===== config.mk =====
export PLATFORM = sky130hd
export DESIGN_NAME = fpcls_unit
export DESIGN_NICKNAME = d
export VERILOG_FILES = /design/src/rtl/fpcls_pkg.sv /design/src/rtl/fpcls_fmt_decode.sv /design/src/rtl/fpcls_split.sv /design/src/rtl/fpcls_classify.sv /design/src/rtl/fpcls_match.sv /design/src/rtl/fpcls_unit.sv
export SDC_FILE = /design/constraint.sdc
export NUM_CORES = 1
export LEC_CHECK = 0
export CAP_MARGIN = 15
export CORE_ASPECT_RATIO = 0.6
export CORE_MARGIN = 4
export CORE_UTILIZATION = 21
export CTS_CLUSTER_SIZE = 25
export DETAILED_ROUTE_END_ITERATION = 10
export PLACE_DENSITY = 0.85
export SYNTH_ARGS = -nofsm -noshare
export SYNTH_HDL_FRONTEND = slang
export SYNTH_SLANG_ARGS = --single-unit
export TNS_END_PERCENT = 100

===== constraint.sdc =====
create_clock -name clk -period 1.64 [get_ports clk]
set_input_delay 0.328 -clock clk [delete_from_list [all_inputs] [get_ports clk]]
set_output_delay 0.328 -clock clk [all_outputs]
set_load 0.01 [all_outputs]

===== src/rtl/fpcls_pkg.sv =====
package fpcls_pkg;

    // Class hits, packed so that casting to 4 bits gives the result order.
    typedef struct packed {
        logic nan;
        logic denorm;
        logic inf;
        logic zero;
    } cls_t;

    localparam int unsigned NUM_CLS = 4;
    localparam int unsigned MASK_W  = 2 * NUM_CLS;

    // Position of each class's pair in the mask (MSB-0 pair index).
    localparam int unsigned PAIR_NAN  = 0;
    localparam int unsigned PAIR_INF  = 1;
    localparam int unsigned PAIR_ZERO = 2;
    localparam int unsigned PAIR_DEN  = 3;

endpackage


===== src/rtl/fpcls_fmt_decode.sv =====
module fpcls_fmt_decode #(
    parameter int unsigned EXP_W  = 8,
    parameter int unsigned FRAC_W = 23,
    localparam int unsigned FMT_W = 1 + EXP_W + FRAC_W
) (
    input  logic [FMT_W-1:0] value,
    output logic             sign,
    output logic             exp_ones,
    output logic             exp_zero,
    output logic             frac_nz
);

    logic [EXP_W-1:0]  exp_f;
    logic [FRAC_W-1:0] frac_f;

    always_comb begin
        sign     = value[FMT_W-1];
        exp_f    = value[FMT_W-2 -: EXP_W];
        frac_f   = value[FRAC_W-1:0];
        exp_ones = &exp_f;
        exp_zero = ~|exp_f;
        frac_nz  = |frac_f;
    end

endmodule


===== src/rtl/fpcls_split.sv =====
module fpcls_split #(
    parameter int unsigned REG_W     = 64,
    parameter int unsigned SP_EXP_W  = 8,
    parameter int unsigned SP_FRAC_W = 23,
    parameter int unsigned DP_EXP_W  = 11,
    parameter int unsigned DP_FRAC_W = 52,
    localparam int unsigned SP_W     = 1 + SP_EXP_W + SP_FRAC_W
) (
    input  logic [REG_W-1:0] operand,
    input  logic             is_double,
    output logic             sign,
    output logic             exp_ones,
    output logic             exp_zero,
    output logic             frac_nz
);

    logic sp_sign, sp_ones, sp_zero, sp_fnz;
    logic dp_sign, dp_ones, dp_zero, dp_fnz;

    fpcls_fmt_decode #(.EXP_W(SP_EXP_W), .FRAC_W(SP_FRAC_W)) sp_dec_i (
        .value    (operand[SP_W-1:0]),
        .sign     (sp_sign),
        .exp_ones (sp_ones),
        .exp_zero (sp_zero),
        .frac_nz  (sp_fnz)
    );

    fpcls_fmt_decode #(.EXP_W(DP_EXP_W), .FRAC_W(DP_FRAC_W)) dp_dec_i (
        .value    (operand),
        .sign     (dp_sign),
        .exp_ones (dp_ones),
        .exp_zero (dp_zero),
        .frac_nz  (dp_fnz)
    );

    always_comb begin
        if (is_double) begin
            sign     = dp_sign;
            exp_ones = dp_ones;
            exp_zero = dp_zero;
            frac_nz  = dp_fnz;
        end else begin
            sign     = sp_sign;
            exp_ones = sp_ones;
            exp_zero = sp_zero;
            frac_nz  = sp_fnz;
        end
    end

endmodule


===== src/rtl/fpcls_classify.sv =====
module fpcls_classify
    import fpcls_pkg::*;
(
    input  logic exp_ones,
    input  logic exp_zero,
    input  logic frac_nz,
    output cls_t cls
);

    always_comb begin
        cls.inf    = exp_ones & ~frac_nz;
        cls.nan    = exp_ones &  frac_nz;
        cls.zero   = exp_zero & ~frac_nz;
        cls.denorm = exp_zero &  frac_nz;
    end

endmodule


===== src/rtl/fpcls_match.sv =====
module fpcls_match
    import fpcls_pkg::*;
(
    input  logic [MASK_W-1:0]  mask,
    input  logic               sign,
    input  cls_t               cls,
    output logic [NUM_CLS-1:0] cond
);

    logic [NUM_CLS-1:0] hit_by_pair;
    logic [NUM_CLS-1:0] pair_match;

    always_comb begin
        hit_by_pair[PAIR_NAN]  = cls.nan;
        hit_by_pair[PAIR_INF]  = cls.inf;
        hit_by_pair[PAIR_ZERO] = cls.zero;
        hit_by_pair[PAIR_DEN]  = cls.denorm;
    end

    // Mask bit k in MSB-0 terms is mask[MASK_W-1-k]; pair p covers k = 2p, 2p+1.
    for (genvar p = 0; p < NUM_CLS; p++) begin : g_pair
        localparam int unsigned POS_IDX = MASK_W - 1 - 2 * p;
        localparam int unsigned NEG_IDX = MASK_W - 2 - 2 * p;
        always_comb begin
            pair_match[p] = hit_by_pair[p] &
                            ((~sign & mask[POS_IDX]) | (sign & mask[NEG_IDX]));
        end
    end

    always_comb begin
        cond = {pair_match[PAIR_NAN], pair_match[PAIR_DEN],
                pair_match[PAIR_INF], pair_match[PAIR_ZERO]};
    end

endmodule


===== src/rtl/fpcls_unit.sv =====
module fpcls_unit
    import fpcls_pkg::*;
#(
    parameter int unsigned REG_W     = 64,
    parameter int unsigned SP_EXP_W  = 8,
    parameter int unsigned SP_FRAC_W = 23,
    parameter int unsigned DP_EXP_W  = 11,
    parameter int unsigned DP_FRAC_W = 52,
    parameter int unsigned CR_IDX_W  = 3
) (
    input  logic                clk,
    input  logic                rst,
    input  logic                in_valid,
    input  logic [REG_W-1:0]    operand,
    input  logic                is_double,
    input  logic [MASK_W-2:0]   mask_field,
    input  logic                mask_tail,
    input  logic [CR_IDX_W-1:0] cr_idx,
    output logic                out_valid,
    output logic [NUM_CLS-1:0]  out_cond,
    output logic [CR_IDX_W-1:0] out_cr_idx
);

    typedef struct packed {
        logic                vld;
        logic [NUM_CLS-1:0]  cond;
        logic [CR_IDX_W-1:0] idx;
    } stage_t;

    logic               op_sign, op_exp_ones, op_exp_zero, op_frac_nz;
    cls_t               op_cls;
    logic [MASK_W-1:0]  full_mask;
    logic [NUM_CLS-1:0] cond_comb;
    stage_t             st_d, st_q;

    assign full_mask = {mask_field, mask_tail};

    fpcls_split #(
        .REG_W     (REG_W),
        .SP_EXP_W  (SP_EXP_W),
        .SP_FRAC_W (SP_FRAC_W),
        .DP_EXP_W  (DP_EXP_W),
        .DP_FRAC_W (DP_FRAC_W)
    ) split_i (
        .operand   (operand),
        .is_double (is_double),
        .sign      (op_sign),
        .exp_ones  (op_exp_ones),
        .exp_zero  (op_exp_zero),
        .frac_nz   (op_frac_nz)
    );

    fpcls_classify classify_i (
        .exp_ones (op_exp_ones),
        .exp_zero (op_exp_zero),
        .frac_nz  (op_frac_nz),
        .cls      (op_cls)
    );

    fpcls_match match_i (
        .mask (full_mask),
        .sign (op_sign),
        .cls  (op_cls),
        .cond (cond_comb)
    );

    always_comb begin
        st_d     = st_q;
        st_d.vld = in_valid;
        if (in_valid) begin
            st_d.cond = cond_comb;
            st_d.idx  = cr_idx;
        end
    end

    always_ff @(posedge clk) begin
        if (rst) begin
            st_q <= '0;
        end else begin
            st_q <= st_d;
        end
    end

    assign out_valid  = st_q.vld;
    assign out_cond   = st_q.cond;
    assign out_cr_idx = st_q.idx;


    normal_no_match_chk: assert property (@(posedge clk) disable iff (rst)
        (in_valid && !op_exp_ones && !op_exp_zero) |=> (out_cond == '0));


    single_class_chk: assert property (@(posedge clk) disable iff (rst)
        out_valid |-> $onehot0(out_cond));


    empty_mask_chk: assert property (@(posedge clk) disable iff (rst)
        (in_valid && full_mask == '0) |=> (out_cond == '0));


    valid_follow_chk: assert property (@(posedge clk) disable iff (rst)
        in_valid |=> out_valid);


    valid_idle_chk: assert property (@(posedge clk) disable iff (rst)
        !in_valid |=> !out_valid);


    hold_idle_chk: assert property (@(posedge clk) disable iff (rst)
        !in_valid |=> ($stable(out_cond) && $stable(out_cr_idx)));


    idx_pass_chk: assert property (@(posedge clk) disable iff (rst)
        in_valid |=> (out_cr_idx == $past(cr_idx)));


    reset_clear_chk: assert property (@(posedge clk)
        rst |=> (!out_valid && out_cond == '0 && out_cr_idx == '0));

endmodule


==> results by group <==
Outcome
  • Status: complete, no violations

Logic synthesis
  • Warning count from the yosys run: 0
  • Syn nets: approximately 150
  • Top post-synthesis cells by area: dfxtp_1, nor4_1, mux2i_1, nand4_1, nor2_1
  • Cell taking the most area after synthesis: dfxtp_1
  • Most frequent cells after synthesis: nor4_1, dfxtp_1, nor2_1
  • Cells after Synth: 67
  • Yosys cell types: 21
  • Seq cells post-synth: 8
  • Most common cell in the netlist: nor4_1
  • Post-synth top area share: 30.12%
  • Predominant post-synthesis flop cell: dfxtp_1
  • Synth Cell Area: about 530 µm²
  • Ys async rst share: 0%
  • EDFF count, synth: 0
  • Register area share after synthesis: between 30% and 40%
  • Mean post-synth cell area: about 7.9 µm²

Timing
  • Period minus WS final: between 1.5 and 2 ns
  • # setup viols final: 0
  • Fin crit share: a little over nine tenths
  • Post-route clock skew: 0 ns
  • Relative slew slack: roughly 77%
  • Final Hold Fails: 0
  • Fmax: 622.4 MHz
  • Pins Over Slew Limit: 0
  • Worst slew pin tran: 0.3405 ns

Final layout
  • Antenna cells: 0
  • Fin area: 1592 µm²
  • Final Util: between 60% and 70%
  • Final Instance Count excl. Fillers: about 190
  • Nets: approximately 240
  • Layout cells sized above 1: 13.04%
  • Area grow syn2layout: 199.3%

Clock network
  • Clock slew at reported path FFs: 0.04 ns
  • Clk sinks: 8
  • TritonCTS clock tree: yes
  • Worst skew pair latency: about 0.23 ns
  • H-tree levels: 1
  • CTS Buf Count: 3
  • CTS root buffer: clkbuf_8
  • # hold bufs at CTS: 0
  • CTS Buffer Depth: 2

Global route
  • Largest net degree at the start of global routing: 6
  • Grt ovf: 0
  • Number of global-route vias before repair: 994
  • Tot GR Track Use: between 10% and 20%
  • Initial antenna violation count: 0
  • First-pass GRT wire length: approximately 4.6 mm

Critical path
  • Kind of critical path: in2reg
  • Reg2reg start: out_cond[3]$_SDFFE_PP0P_
  • Critical path arrival: about 1.7 ns
  • Critical Path Source Type: input port
  • Worst-path maximum fanout: 4
  • Origin of the worst setup path: operand[23]
  • Req. time, crit path: about 1.8 ns
  • Critical Path End Type: register

Detailed routing
  • DRT iter0 DRCs: 49
  • Routed Antenna Nets: 0
  • Met1 wire length: 1.219 mm
  • DRC errors left: 0
  • Routed wl met2: between 1.5 and 2 mm
  • Total number of vias: between 900 and 1000
  • DR pass1 iterations: 4
  • Met3 wire length: roughly 200 µm
  • WL/cell: around 17 µm
  • Max Used Layer: met4
  • Vias/cell: 4.895
  • Final WL: 3.175 mm

Floorplanning
  • Starting Density: 23.35%
  • Die ar.: between 3000 and 4000 µm²
  • Top-Level Pins: between 80 and 90
  • Die Span Y: 46.98 µm
  • Num rows: 13
  • Core area: ~2300 µm²
  • Die W: 72.97 µm

Min path
  • Min-delay worst type: reg2reg
  • Hold path startpoint: out_cond[0]$_SDFFE_PP0P_

Job
  • Max_cap viols: 0

Placed design
  • GP Congestion: approximately 0.76
  • Inst Count DP: roughly 190
  • Dpl hpwl: 2.682 mm
  • Port bufs: between 80 and 90
  • DP Area: ~1500 µm²

Power
  • Worst vdd ir: between 0.0003 and 0.0004 V
  • Power consumption: 0.7109 mW
  • P_leak: around 0.66 nW
  • Pwr per Cell Area: between 400 and 500 nW/µm²
cell usage in the layout, fill, tap and decap left out, types with 2 or more instances in the layout:
| cell type | Yosys | final |
|---|---|---|
| nor4_2 | 0 | 5 |
| clkbuf_8 | 0 | 3 |
| nor4_1 | 14 | 9 |
| nor2_1 | 7 | 6 |
| dlymetal6s2s_1 | 0 | 13 |
| nor3_2 | 0 | 2 |
| dfxtp_1 | 8 | 8 |
| mux2i_1 | 5 | 5 |
| nand4_1 | 6 | 6 |
| o21ai_0 | 2 | 2 |
| clkdlybuf4s50_1 | 0 | 72 |
| nand3_1 | 4 | 4 |
| nor3_1 | 5 | 3 |
| buf_4 | 0 | 6 |
| nand2_1 | 3 | 3 |
metal layers:
metal | track usage (%) | vias to the layer above
li1 | - | 461
met1 | 18.99 | 439
met2 | 36.02 | 33
met3 | 4.487 | 2
met4 | 4.412 | 0
met5 | 0 | -
worst max-delay path, stage by stage:
cell and delay, ns:
clkdlybuf4s50_1 0.44, nor4_2 0.27, nand2_1 0.13, nor3_2 0.18, o21ai_2 0.12, a32o_1 0.26
cells by family after synthesis:
| logic type | count (synthesis) | synth area share (%) |
|---|---|---|
| buf+inv | 2 | 1.410 |
| flops | 8 | 30.12 |
| simple gates | 41 | 41.41 |
| mux | 8 | 16.94 |
| compound gates | 8 | 10.12 |
sequential cells by signal, indices dropped and copies added (netlist names):
name        count
out_cr_idx      3
out_valid       1
out_cond        4
where the power goes:
group / switching (mW) / internal [mW] / total, mW
Combinational: 0.0714 / 0.200 / 0.271
Sequential: 0.00276 / 0.201 / 0.204
Clock: 0.0766 / 0.159 / 0.235
repair_timing:
action / in CTS / in global routing
setup buffers: 0 / 0
resized for setup: 1 / 22
pin swaps: 0 / 15
setup endpoints to repair: 1 / 4
final cells by class:
| class | instances | area, µm² |
|---|---|---|
| tap | 30 | 37.54 |
| fill | 186 | 685.7 |
| timing repair buffer | 92 | 937.1 |
| clock buffer | 3 | 41.29 |
| multi-input combinational | 57 | 411.6 |
| sequential | 8 | 160.2 |
| inverter | 1 | 3.754 |
worst paths after layout:
kind                                                 end  slack, ns  cells after the start
worst max-delay path            out_cond[2]$_SDFFE_PP0P_       0.03                      6
worst min-delay path            out_cond[0]$_SDFFE_PP0P_       0.46                      2
worst max register to register  out_cond[3]$_SDFFE_PP0P_       1.03                      1
worst min register to register  out_cond[0]$_SDFFE_PP0P_       0.46                      2
metrics by stage:
stage,worst slack (ns),TNS (ns),hold slack (ns)
5_1_grt,-0.05041,-0.05041,0.4960
3_3_place_gp,-0.2030,-0.6947,0.4421
6_report,0.03328,0,0.4595
3_5_place_dp,-0.2890,-0.9140,0.4565
2_1_floorplan,0.3169,0,0.4004
4_1_cts,0.004264,0,0.4621
No activity file was read; power rests on OpenSTA's default activity.
